==> src/rtl/mcseq_pkg.sv <==
package mcseq_pkg;
  localparam int CTYPE_W = 3;
  localparam int NUM_STATES = 10;
  localparam int STATE_W = $clog2(NUM_STATES);

  typedef enum logic [CTYPE_W-1:0] {
    CT_FETCH  = 3'd0,
    CT_MEMRD  = 3'd1,
    CT_MEMWR  = 3'd2,
    CT_IORD   = 3'd3,
    CT_IOWR   = 3'd4,
    CT_INTACK = 3'd5,
    CT_IDLE   = 3'd6
  } cycleType_e;

  typedef enum logic [STATE_W-1:0] {
    S_RESET = 4'd0,
    S_T1    = 4'd1,
    S_T2    = 4'd2,
    S_T3    = 4'd3,
    S_T4    = 4'd4,
    S_T5    = 4'd5,
    S_T6    = 4'd6,
    S_WAIT  = 4'd7,
    S_HOLD  = 4'd8,
    S_HALT  = 4'd9
  } seqState_e;

  typedef struct packed {
    logic setHoldAck;
    logic clrHoldAck;
    logic setHalt;
    logic clrHalt;
    logic takeInt;
    logic cycleEnd;
  } seqStrobe_t;
endpackage

==> src/rtl/mcseq_flags.sv <==
module mcseq_flags
  import mcseq_pkg::*;
(
  input  logic       clk,
  input  logic       rst,
  input  seqStrobe_t strobe,
  input  logic       intEnSet,
  output logic       haltFlag,
  output logic       holdAckFlag,
  output logic       intEnFlag,
  output logic       intAckFlag
);
  always_ff @(posedge clk) begin
    if (rst) begin
      haltFlag    <= 1'b0;
      holdAckFlag <= 1'b0;
      intEnFlag   <= 1'b0;
      intAckFlag  <= 1'b0;
    end else begin
      if (strobe.clrHalt)         haltFlag <= 1'b0;
      else if (strobe.setHalt)    haltFlag <= 1'b1;

      if (strobe.clrHoldAck)      holdAckFlag <= 1'b0;
      else if (strobe.setHoldAck) holdAckFlag <= 1'b1;

      if (strobe.takeInt)         intEnFlag <= 1'b0;
      else if (intEnSet)          intEnFlag <= 1'b1;

      if (strobe.takeInt)         intAckFlag <= 1'b1;
      else if (strobe.cycleEnd)   intAckFlag <= 1'b0;
    end
  end

  // accepting an interrupt raises the acknowledge flag and drops the enable
  assert_int_take_R9: assert property (@(posedge clk) disable iff (rst)
    strobe.takeInt |=> (intAckFlag && !intEnFlag));

  // the enable latch rises only when an enable pulse is seen
  assert_inten_source_R12: assert property (@(posedge clk) disable iff (rst)
    $rose(intEnFlag) |-> $past(intEnSet));
endmodule

==> src/rtl/mcseq_ctrl.sv <==
module mcseq_ctrl
  import mcseq_pkg::*;
(
  input  logic               clk,
  input  logic               rst,
  input  logic [CTYPE_W-1:0] cycleType,
  input  logic               lastCycle,
  input  logic               sixState,
  input  logic               rdy,
  input  logic               hold,
  input  logic               haltReq,
  input  logic               intPending,
  input  logic               haltFlag,
  input  logic               holdAckFlag,
  input  logic               intEnFlag,
  output seqState_e          stateQ,
  output seqStrobe_t         strobe,
  output logic               cycleStart
);
  seqState_e stateNext;
  logic isFetch, isIdle, intReady, atEnd;

  assign isFetch  = (cycleType == CT_FETCH);
  assign isIdle   = (cycleType == CT_IDLE);
  assign intReady = intEnFlag && intPending;

  always_comb begin
    stateNext = stateQ;
    strobe    = '0;
    atEnd     = 1'b0;
    case (stateQ)
      S_RESET: stateNext = S_T1;
      S_T1:    stateNext = haltFlag ? S_HALT : S_T2;
      S_T2: begin
        if (hold) strobe.setHoldAck = 1'b1;
        stateNext = (rdy || isIdle) ? S_T3 : S_WAIT;
      end
      S_WAIT:  if (rdy) stateNext = S_T3;
      S_T3: begin
        if (isFetch) stateNext = S_T4;
        else         atEnd = 1'b1;
      end
      S_T4: begin
        if (haltReq) strobe.setHalt = 1'b1;
        if (sixState) begin
          if (hold) strobe.setHoldAck = 1'b1;
          stateNext = S_T5;
        end else begin
          atEnd = 1'b1;
        end
      end
      S_T5:    stateNext = S_T6;
      S_T6:    atEnd = 1'b1;
      S_HOLD: begin
        if (!hold) begin
          strobe.clrHoldAck = 1'b1;
          stateNext = haltFlag ? S_HALT : S_T1;
        end
      end
      S_HALT: begin
        if (hold) begin
          strobe.setHoldAck = 1'b1;
          stateNext = S_HOLD;
        end else if (intReady) begin
          strobe.clrHalt = 1'b1;
          strobe.takeInt = 1'b1;
          stateNext = S_T1;
        end
      end
      default: stateNext = S_RESET;
    endcase

    if (atEnd) begin
      strobe.cycleEnd = 1'b1;
      if (holdAckFlag) begin
        stateNext = S_HOLD;
      end else begin
        stateNext = S_T1;
        if (lastCycle && intReady) strobe.takeInt = 1'b1;
      end
    end
  end

  always_ff @(posedge clk) begin
    if (rst) stateQ <= S_RESET;
    else     stateQ <= stateNext;
  end

  assign cycleStart = (stateQ == S_T1) && !haltFlag;

  assert_reset_exit_R1: assert property (@(posedge clk) disable iff (rst)
    (stateQ == S_RESET) |=> (stateQ == S_T1));

  assert_short_cycle_R2: assert property (@(posedge clk) disable iff (rst)
    (stateQ == S_T3 && !isFetch && !holdAckFlag) |=> (stateQ == S_T1));

  assert_wait_entry_R4: assert property (@(posedge clk) disable iff (rst)
    (stateQ == S_T2 && !rdy && !isIdle) |=> (stateQ == S_WAIT));

  assert_idle_nowait_R5: assert property (@(posedge clk) disable iff (rst)
    (stateQ == S_T2 && isIdle) |=> (stateQ == S_T3));

  assert_hold_stay_R8: assert property (@(posedge clk) disable iff (rst)
    (stateQ == S_HOLD && hold) |=> (stateQ == S_HOLD));

  assert_halt_set_R10: assert property (@(posedge clk) disable iff (rst)
    $rose(haltFlag) |-> ($past(stateQ) == S_T4));

  assert_halt_stay_R11: assert property (@(posedge clk) disable iff (rst)
    (stateQ == S_HALT && !hold && !intReady) |=> (stateQ == S_HALT));
endmodule

==> src/rtl/mcycle_seq.sv <==
module mcycle_seq
  import mcseq_pkg::*;
(
  input  logic                  clk,
  input  logic                  rst,
  input  logic [CTYPE_W-1:0]    cycleType,
  input  logic                  lastCycle,
  input  logic                  sixState,
  input  logic                  rdy,
  input  logic                  hold,
  input  logic                  haltReq,
  input  logic                  intPending,
  input  logic                  intEnSet,
  output logic [NUM_STATES-1:0] stateOneHot,
  output logic                  holdAck,
  output logic                  intAck,
  output logic                  intEnable,
  output logic                  cycleStart,
  output logic                  cycleEnd
);
  seqState_e  stateQ;
  seqStrobe_t strobe;
  logic haltFlag, holdAckFlag, intEnFlag, intAckFlag;

  mcseq_ctrl u_ctrl (
    .clk(clk), .rst(rst), .cycleType(cycleType), .lastCycle(lastCycle),
    .sixState(sixState), .rdy(rdy), .hold(hold), .haltReq(haltReq),
    .intPending(intPending), .haltFlag(haltFlag), .holdAckFlag(holdAckFlag),
    .intEnFlag(intEnFlag), .stateQ(stateQ), .strobe(strobe),
    .cycleStart(cycleStart)
  );

  mcseq_flags u_flags (
    .clk(clk), .rst(rst), .strobe(strobe), .intEnSet(intEnSet),
    .haltFlag(haltFlag), .holdAckFlag(holdAckFlag),
    .intEnFlag(intEnFlag), .intAckFlag(intAckFlag)
  );

  for (genvar g = 0; g < NUM_STATES; g++) begin : g_onehot
    assign stateOneHot[g] = (stateQ == STATE_W'(g));
  end

  assign holdAck   = holdAckFlag;
  assign intAck    = intAckFlag;
  assign intEnable = intEnFlag;
  assign cycleEnd  = strobe.cycleEnd;

  assert_onehot_R1: assert property (@(posedge clk) disable iff (rst)
    $countones(stateOneHot) == 1);

  // a cycle end is never reported in the same state as a cycle start
  assert_start_end_R13: assert property (@(posedge clk) disable iff (rst)
    !(cycleStart && cycleEnd));
endmodule

==> config.mk <==
export PLATFORM = sky130hd
export DESIGN_NAME = mcycle_seq
export DESIGN_NICKNAME = d
export VERILOG_FILES = /design/src/rtl/mcseq_pkg.sv /design/src/rtl/mcseq_flags.sv /design/src/rtl/mcseq_ctrl.sv /design/src/rtl/mcycle_seq.sv
export SDC_FILE = /design/constraint.sdc
export NUM_CORES = 1
export LEC_CHECK = 0
export CORE_AREA = 2 2 43 45
export CTS_BUF_LIST = sky130_fd_sc_hd__clkbuf_4
export DETAILED_ROUTE_END_ITERATION = 7
export DIE_AREA = 0 0 45 47
export PLACE_DENSITY_LB_ADDON = 0.05
export SLEW_MARGIN = 30
export SYNTH_ARGS = -nofsm -noshare
export SYNTH_HDL_FRONTEND = slang
export SYNTH_SLANG_ARGS = --single-unit
==> constraint.sdc <==
create_clock -name clk -period 5.3 [get_ports clk]
set_clock_uncertainty 0.15 [all_clocks]
set_input_delay 1.325 -clock clk [delete_from_list [all_inputs] [get_ports clk]]
set_output_delay 1.325 -clock clk [all_outputs]
set_load 0.1 [all_outputs]
After elaboration in Yosys (flattened, before gate mapping)

Index checks and enable logic that the tools add are counted.

Register bits: 8
Bits in latches: 0
RAM bits: 0
Memory bits (read-only): 0
Input bits: 12
Output and inout port bits: 15
Word-level logic and storage cells: 64
Memories: 0

$add $sub $neg: 0
$mul: 0
Divide/modulo/power cells: 0
Magnitude comparators: 0
Eq/ne operators: 16
Shifts and indexed selects: 0
Multiplexer cells: 30
Bitwise operators: 0
Reduce and logical (&&, ||, !) cells: 13

Operators by type and width:

| cell                                                                     | count |
|---|---|
| 4-bit 2-to-1 mux                                                         | 10 |
| 4-bit case mux with 10 select lines                                      | 1 |
| 4-bit by 3-bit == test with 1-bit output (second input constant)         | 4 |
| 1-bit 2-to-1 mux                                                         | 12 |
| 3-bit by 2-bit inequality test with 1-bit output (second input constant) | 3 |
| 4-bit by 2-bit == test with 1-bit output (second input constant)         | 2 |
| 4-bit == test (second input constant)                                    | 2 |
| 2-bit 2-to-1 mux                                                         | 4 |
| 2-bit OR reduction                                                       | 4 |
| 6-bit AND reduction                                                      | 1 |
| 4-bit by 1-bit == test with 1-bit output (second input constant)         | 1 |
| 4-bit zero test                                                          | 1 |
| 4-bit by 2-bit inequality test with 1-bit output (second input constant) | 1 |
| 3-bit == test (second input constant)                                    | 1 |
| 1-bit logical AND                                                        | 3 |
| 3-bit zero test                                                          | 1 |
| 3-bit 2-to-1 mux                                                         | 1 |
| 3-bit by 1-bit inequality test with 1-bit output (second input constant) | 1 |
| 1-bit case mux with 3 select lines                                       | 1 |
| 2-bit by 1-bit inequality test with 1-bit output (second input constant) | 1 |
| 1-bit case mux with 2 select lines                                       | 1 |
| 2-bit nonzero test                                                       | 1 |
| 1-bit zero test                                                          | 1 |
| 1-bit logical OR                                                         | 1 |

Logic depth before layout (Yosys ltp)

Depth after elaboration: 9
Depth in mapped cells: 6
Depth with buffers taken out: 4

Hierarchy

A second synthesis with hierarchy kept.

Cell total of the unflattened synthesis: 96
Area, all modules: 817.0 µm²

Modules (own cells, without submodules):

| module      | times used | cells each | area each (µm²) | sequential area each (µm²) |
|---|---|---|---|---|
| mcseq_ctrl  | 1          | 69         | 493.0           | 80.1 |
| mcycle_seq  | 1          | 14         | 198.9           | 0.0 |
| mcseq_flags | 1          | 13         | 125.1           | 80.1 |

Worst setup path after synthesis

OpenSTA, ideal clock, no wires.

Kind: register -> output
From: register u_ctrl.stateQ[1]
To: output port cycleStart
Arrival time: 2,846 ps
Required time: 3,825 ps
Setup slack: 979 ps
Stages on the path, launching flop included: 5
Path buffers: 2
Cell sequence: dfxtp_1 -> buf_6 -> or2_1 -> clkbuf_1 -> nor3_1

Longest elaborated chain between the ends: 2

Ends and longest elaborated chain:

| item                                     | line             | RTL |
|---|---|---|
| start, declared                          | mcseq_ctrl.sv:16 | `output seqState_e stateQ,` |
| start signal, assigned                   | mcseq_ctrl.sv:86 | `else stateQ <= stateNext;` |
| 4-bit by 1-bit == test with 1-bit output | mcseq_ctrl.sv:89 | `assign cycleStart = (stateQ == S_T1) && !haltFlag;` |
| 1-bit logical AND                        | mcseq_ctrl.sv:89 |  |
| end, declared                            | mcycle_seq.sv:18 | `output logic cycleStart,` |

No other way between the ends.

Worst setup path in the final report

From: input port cycleType[1]
To: output port cycleEnd

Longest elaborated chain between the ends: 4

Ends and longest elaborated chain:

| item                               | line             | RTL |
|---|---|---|
| start, declared                    | mcycle_seq.sv:6  | `input logic [CTYPE_W-1:0] cycleType,` |
| 3-bit zero test                    | mcseq_ctrl.sv:23 | `assign isFetch = (cycleType == CT_FETCH);` |
| 1-bit 2-to-1 mux                   | mcseq_ctrl.sv:40 | `if (isFetch) stateNext = S_T4;` |
| 1-bit case mux with 3 select lines | mcseq_ctrl.sv:31 | `case (stateQ)` |
| 2-bit 2-to-1 mux                   | mcseq_ctrl.sv:73 | `if (atEnd) begin` |
| end, declared                      | mcycle_seq.sv:19 | `output logic cycleEnd` |

No other way between the ends.

==> Implementation_results.wiki <==
{| class="wikitable"
! Metric !! Value
|-
| Pin count of the biggest net entering global routing || 23
|-
| Post-synth design cell area || between 600 and 700 um^2
|-
| Drc violations || 0
|-
| Sinks on the clock net || 8
|-
| Min-Delay Path Class || reg2reg
|-
| Clock buffer count from CTS || 3
|-
| Clock tree root buffer cell || sky130_fd_sc_hd__clkbuf_4
|-
| Via density per instance || 6.01
|-
| Clock buffer depth || 2
|-
| Critical path start-end classification || in2out
|-
| Critical path peak fanout || 5
|-
| Number of DRC violations after detailed-routing iteration 0 || 23
|-
| Ranking of synthesized cells by area || sky130_fd_sc_hd__dfxtp_1 (25%), sky130_fd_sc_hd__nor3_1 (6.2%), sky130_fd_sc_hd__a21oi_1 (4.6%)
|-
| Number of flops mapped to enable cells by yosys || 0
|-
| Horiz. Die Dim || 45 um
|-
| Worst-Margin Slew || 0.969 ns
|-
| Placeable core region || 0.00165 mm^2
|-
| Total detailed-routing wirelength || roughly 1.8 mm
|-
| Final cycle utilization of the critical path || 78.2%
|-
| Final number of setup-violating endpoints || 0
|-
| Post-synthesis sequential element count || 8
|-
| Floorplan die height || approximately 47 um
|-
| Area Growth Syn to Fin || 40.5%
|-
| Total area of sequential cells || 160 um^2
|-
| Mean post-synth cell area || 7.55 um^2
|-
| Run status || complete, no violations
|-
| Count of port buffers added during placement || 26
|-
| Gr ovfl total || 0
|-
| Minimum period implied by the final worst setup slack || 4.14 ns
|-
| Count of maximum capacitance violations || 0
|-
| Fill cell total of the finished layout || approximately 170
|-
| Setup repair bufs after CTS || 0
|-
| Routability cong. || 0.807
|-
| Type of element capturing the critical path || primary output
|-
| Biggest area consumer among synthesized cells || sky130_fd_sc_hd__dfxtp_1
|-
| Required arrival time at the worst endpoint || 3.83 ns
|-
| Post-detailed-route wirelength per cell || 14.0 um
|-
| Post-cts resize count || 0
|-
| Leakage power summed over all cells || around 0.33 nW
|-
| Area of the multi-input gates || around 440 um^2
|-
| Number of placement rows || 15
|-
| Worst Hold Path Cells || 2
|-
| Initial antenna violation count || 0
|-
| Summed negative setup slack over all endpoints || 0 ns
|-
| Total track usage || 17.7%
|-
| RSZ-0062 raised after global routing || false
|-
| Number of vias in the routed layout || 751
|-
| Number of nets still failing antenna checks after routing || 0
|-
| Synth top area share || around a quarter
|-
| Achievable clock frequency || roughly 0.24 GHz
|-
| Largest voltage drop on the vdd net || 0.408 mV
|-
| Number of nets in the layout || 122
|-
| Number of top-level pins || 27
|-
| Count of cell types in the netlist || 37
|-
| Post-synth net total || 98
|-
| Hold violation total from the final report || 0
|-
| Via count of the first global-routing pass || 613
|-
| Setup WS pre-CTS || 1.16 ns
|-
| Count of cells along the worst register-to-register path || 4
|-
| Sequential-to-total area share from yosys stat || about a quarter
|-
| Number of H-tree levels || 1
|-
| Antenna diode count || 0
|-
| Ys Warns || 0
|-
| Nature of the critical path startpoint || input port
|-
| Number of instances in the synthesized netlist || 86
|-
| Final Max Slew Viols || 0
|-
| Drt pass-1 iters || 4
|-
| Area enclosed by the die boundary || 0.00212 mm^2
|-
| CTS tree || built
|-
| Clk Latency, worst-skew pair || between 0.2 and 0.3 ns
|-
| Share of synthesized registers carrying an async set or reset || 0%
|-
| CTS clock-pin slew for the worst setup and hold paths || roughly 0.05 ns
|-
| Slew margin rel. || 35.2%
|-
| Prevailing post-synth register cell || sky130_fd_sc_hd__dfxtp_1
|-
| Hold buffer count at CTS || 0
|-
| Detailed Place HPWL || 1.29 mm
|-
| Power per unit of standard cell area || 640 mW/mm^2
|-
| Starting Density || 39.3%
|-
| Critical Path AT || about 2.7 ns
|-
| Ratio of cells with drive above 1 in the final layout || 6.48%
|-
| Global-route wire length before repair || 2.72 mm
|-
| Slack of the critical path || 1.16 ns
|}
==> state kept, by name, summed over array words and instances (netlist names) <==
name / flops
u_ctrl.stateQ: 4
u_flags.intEnFlag: 1
u_flags.holdAckFlag: 1
u_flags.intAckFlag: 1
u_flags.haltFlag: 1
==> cells in the final DEF, fill, tap and decap left out, types with 2 or more instances in the layout <==
cell type,netlist,routed
sky130_fd_sc_hd__a211o_1,2,2
sky130_fd_sc_hd__nor3_1,8,8
sky130_fd_sc_hd__a21oi_1,6,6
sky130_fd_sc_hd__clkbuf_4,0,3
sky130_fd_sc_hd__o31ai_1,2,2
sky130_fd_sc_hd__nor2_1,8,8
sky130_fd_sc_hd__o21a_1,2,2
sky130_fd_sc_hd__dfxtp_1,8,8
sky130_fd_sc_hd__nand2_1,7,7
sky130_fd_sc_hd__a31oi_1,2,2
sky130_fd_sc_hd__nor2b_1,2,2
sky130_fd_sc_hd__inv_1,2,2
sky130_fd_sc_hd__nand2b_1,4,4
sky130_fd_sc_hd__a211oi_1,3,3
sky130_fd_sc_hd__or2_1,3,3
sky130_fd_sc_hd__nand3_1,2,2
sky130_fd_sc_hd__clkdlybuf4s50_1,0,25
==> through the flow <==
| stage | power [mW] | hold slack (ns) | util (%) | area, um^2 | instances |
|---|---|---|---|---|---|
| after floorplan | 0.461 | 0.372 | - | 649 | 86 |
| after global placement | 0.537 | 0.406 | 53.9 | 890 | 122 |
| after detailed placement | 0.536 | 0.398 | 53.9 | 890 | 122 |
| after CTS | 0.585 | 0.412 | 55.2 | 912 | 125 |
| after global routing | 0.613 | 0.449 | 55.2 | 912 | 125 |
| final | 0.583 | 0.399 | 55.2 | 912 | 125 |
==> worst paths after layout <==
check	from	end	slack, ns
min reg2reg	u_flags.intAckFlag	u_flags.intAckFlag	0.40
max	cycleType[1]	cycleEnd	1.16
max reg2reg	u_ctrl.stateQ[3]	u_ctrl.stateQ[0]	3.16
min	u_flags.intAckFlag	u_flags.intAckFlag	0.40
==> layout make-up <==
| cell class | count | area share (%) |
|---|---|---|
| multi-input combinational | 69 | 48.6 |
| clock buffer | 3 | 2.47 |
| tap | 17 | 2.33 |
| sequential | 8 | 17.6 |
| timing repair buffer | 26 | 28.3 |
| inverter | 2 | 0.823 |
==> Yosys cell counts, types with 2 or more instances <==
library cell,instances
sky130_fd_sc_hd__a211o_1,2
sky130_fd_sc_hd__a211oi_1,3
sky130_fd_sc_hd__a21oi_1,6
sky130_fd_sc_hd__a31oi_1,2
sky130_fd_sc_hd__buf_2,4
sky130_fd_sc_hd__dfxtp_1,8
sky130_fd_sc_hd__inv_1,2
sky130_fd_sc_hd__nand2_1,7
sky130_fd_sc_hd__nand2b_1,4
sky130_fd_sc_hd__nand3_1,2
sky130_fd_sc_hd__nor2_1,8
sky130_fd_sc_hd__nor2b_1,2
sky130_fd_sc_hd__nor3_1,8
sky130_fd_sc_hd__o21a_1,2
sky130_fd_sc_hd__o31ai_1,2
sky130_fd_sc_hd__or2_1,3
==> logic make-up after synthesis <==
logic type | after synthesis | share of synthesized area [%]
XOR/XNOR | 1 | 1.35
flip-flops | 8 | 24.7
buffers and inverters | 9 | 7.13
AO/OA/AOI/OAI | 26 | 30.2
multiplexers | 2 | 3.28
AND/OR/NAND/NOR | 40 | 33.3
==> worst max-delay path: stages <==
cell                              delay (ns)
sky130_fd_sc_hd__clkdlybuf4s50_1        0.41
sky130_fd_sc_hd__or3_4                  0.40
sky130_fd_sc_hd__a32o_2                 0.29
sky130_fd_sc_hd__buf_4                  0.24
==> layer usage <==
metal	track usage (%)	up-vias	wire, um
li1	-	371	-
met1	25.1	356	839
met2	25.1	22	773
met3	7.69	2	131
met4	2.94	0	8
met5	0	-	0
==> power by group <==
group / switching, mW / leakage (nW) / internal [mW]
logic: 0.297 / 0.248 / 0.119
clock network: 0.0214 / 0.0138 / 0.0260
registers: 0.0465 / 0.0656 / 0.0738
total: 0.365 / 0.327 / 0.219
Power figures use the tool's default switching activity.
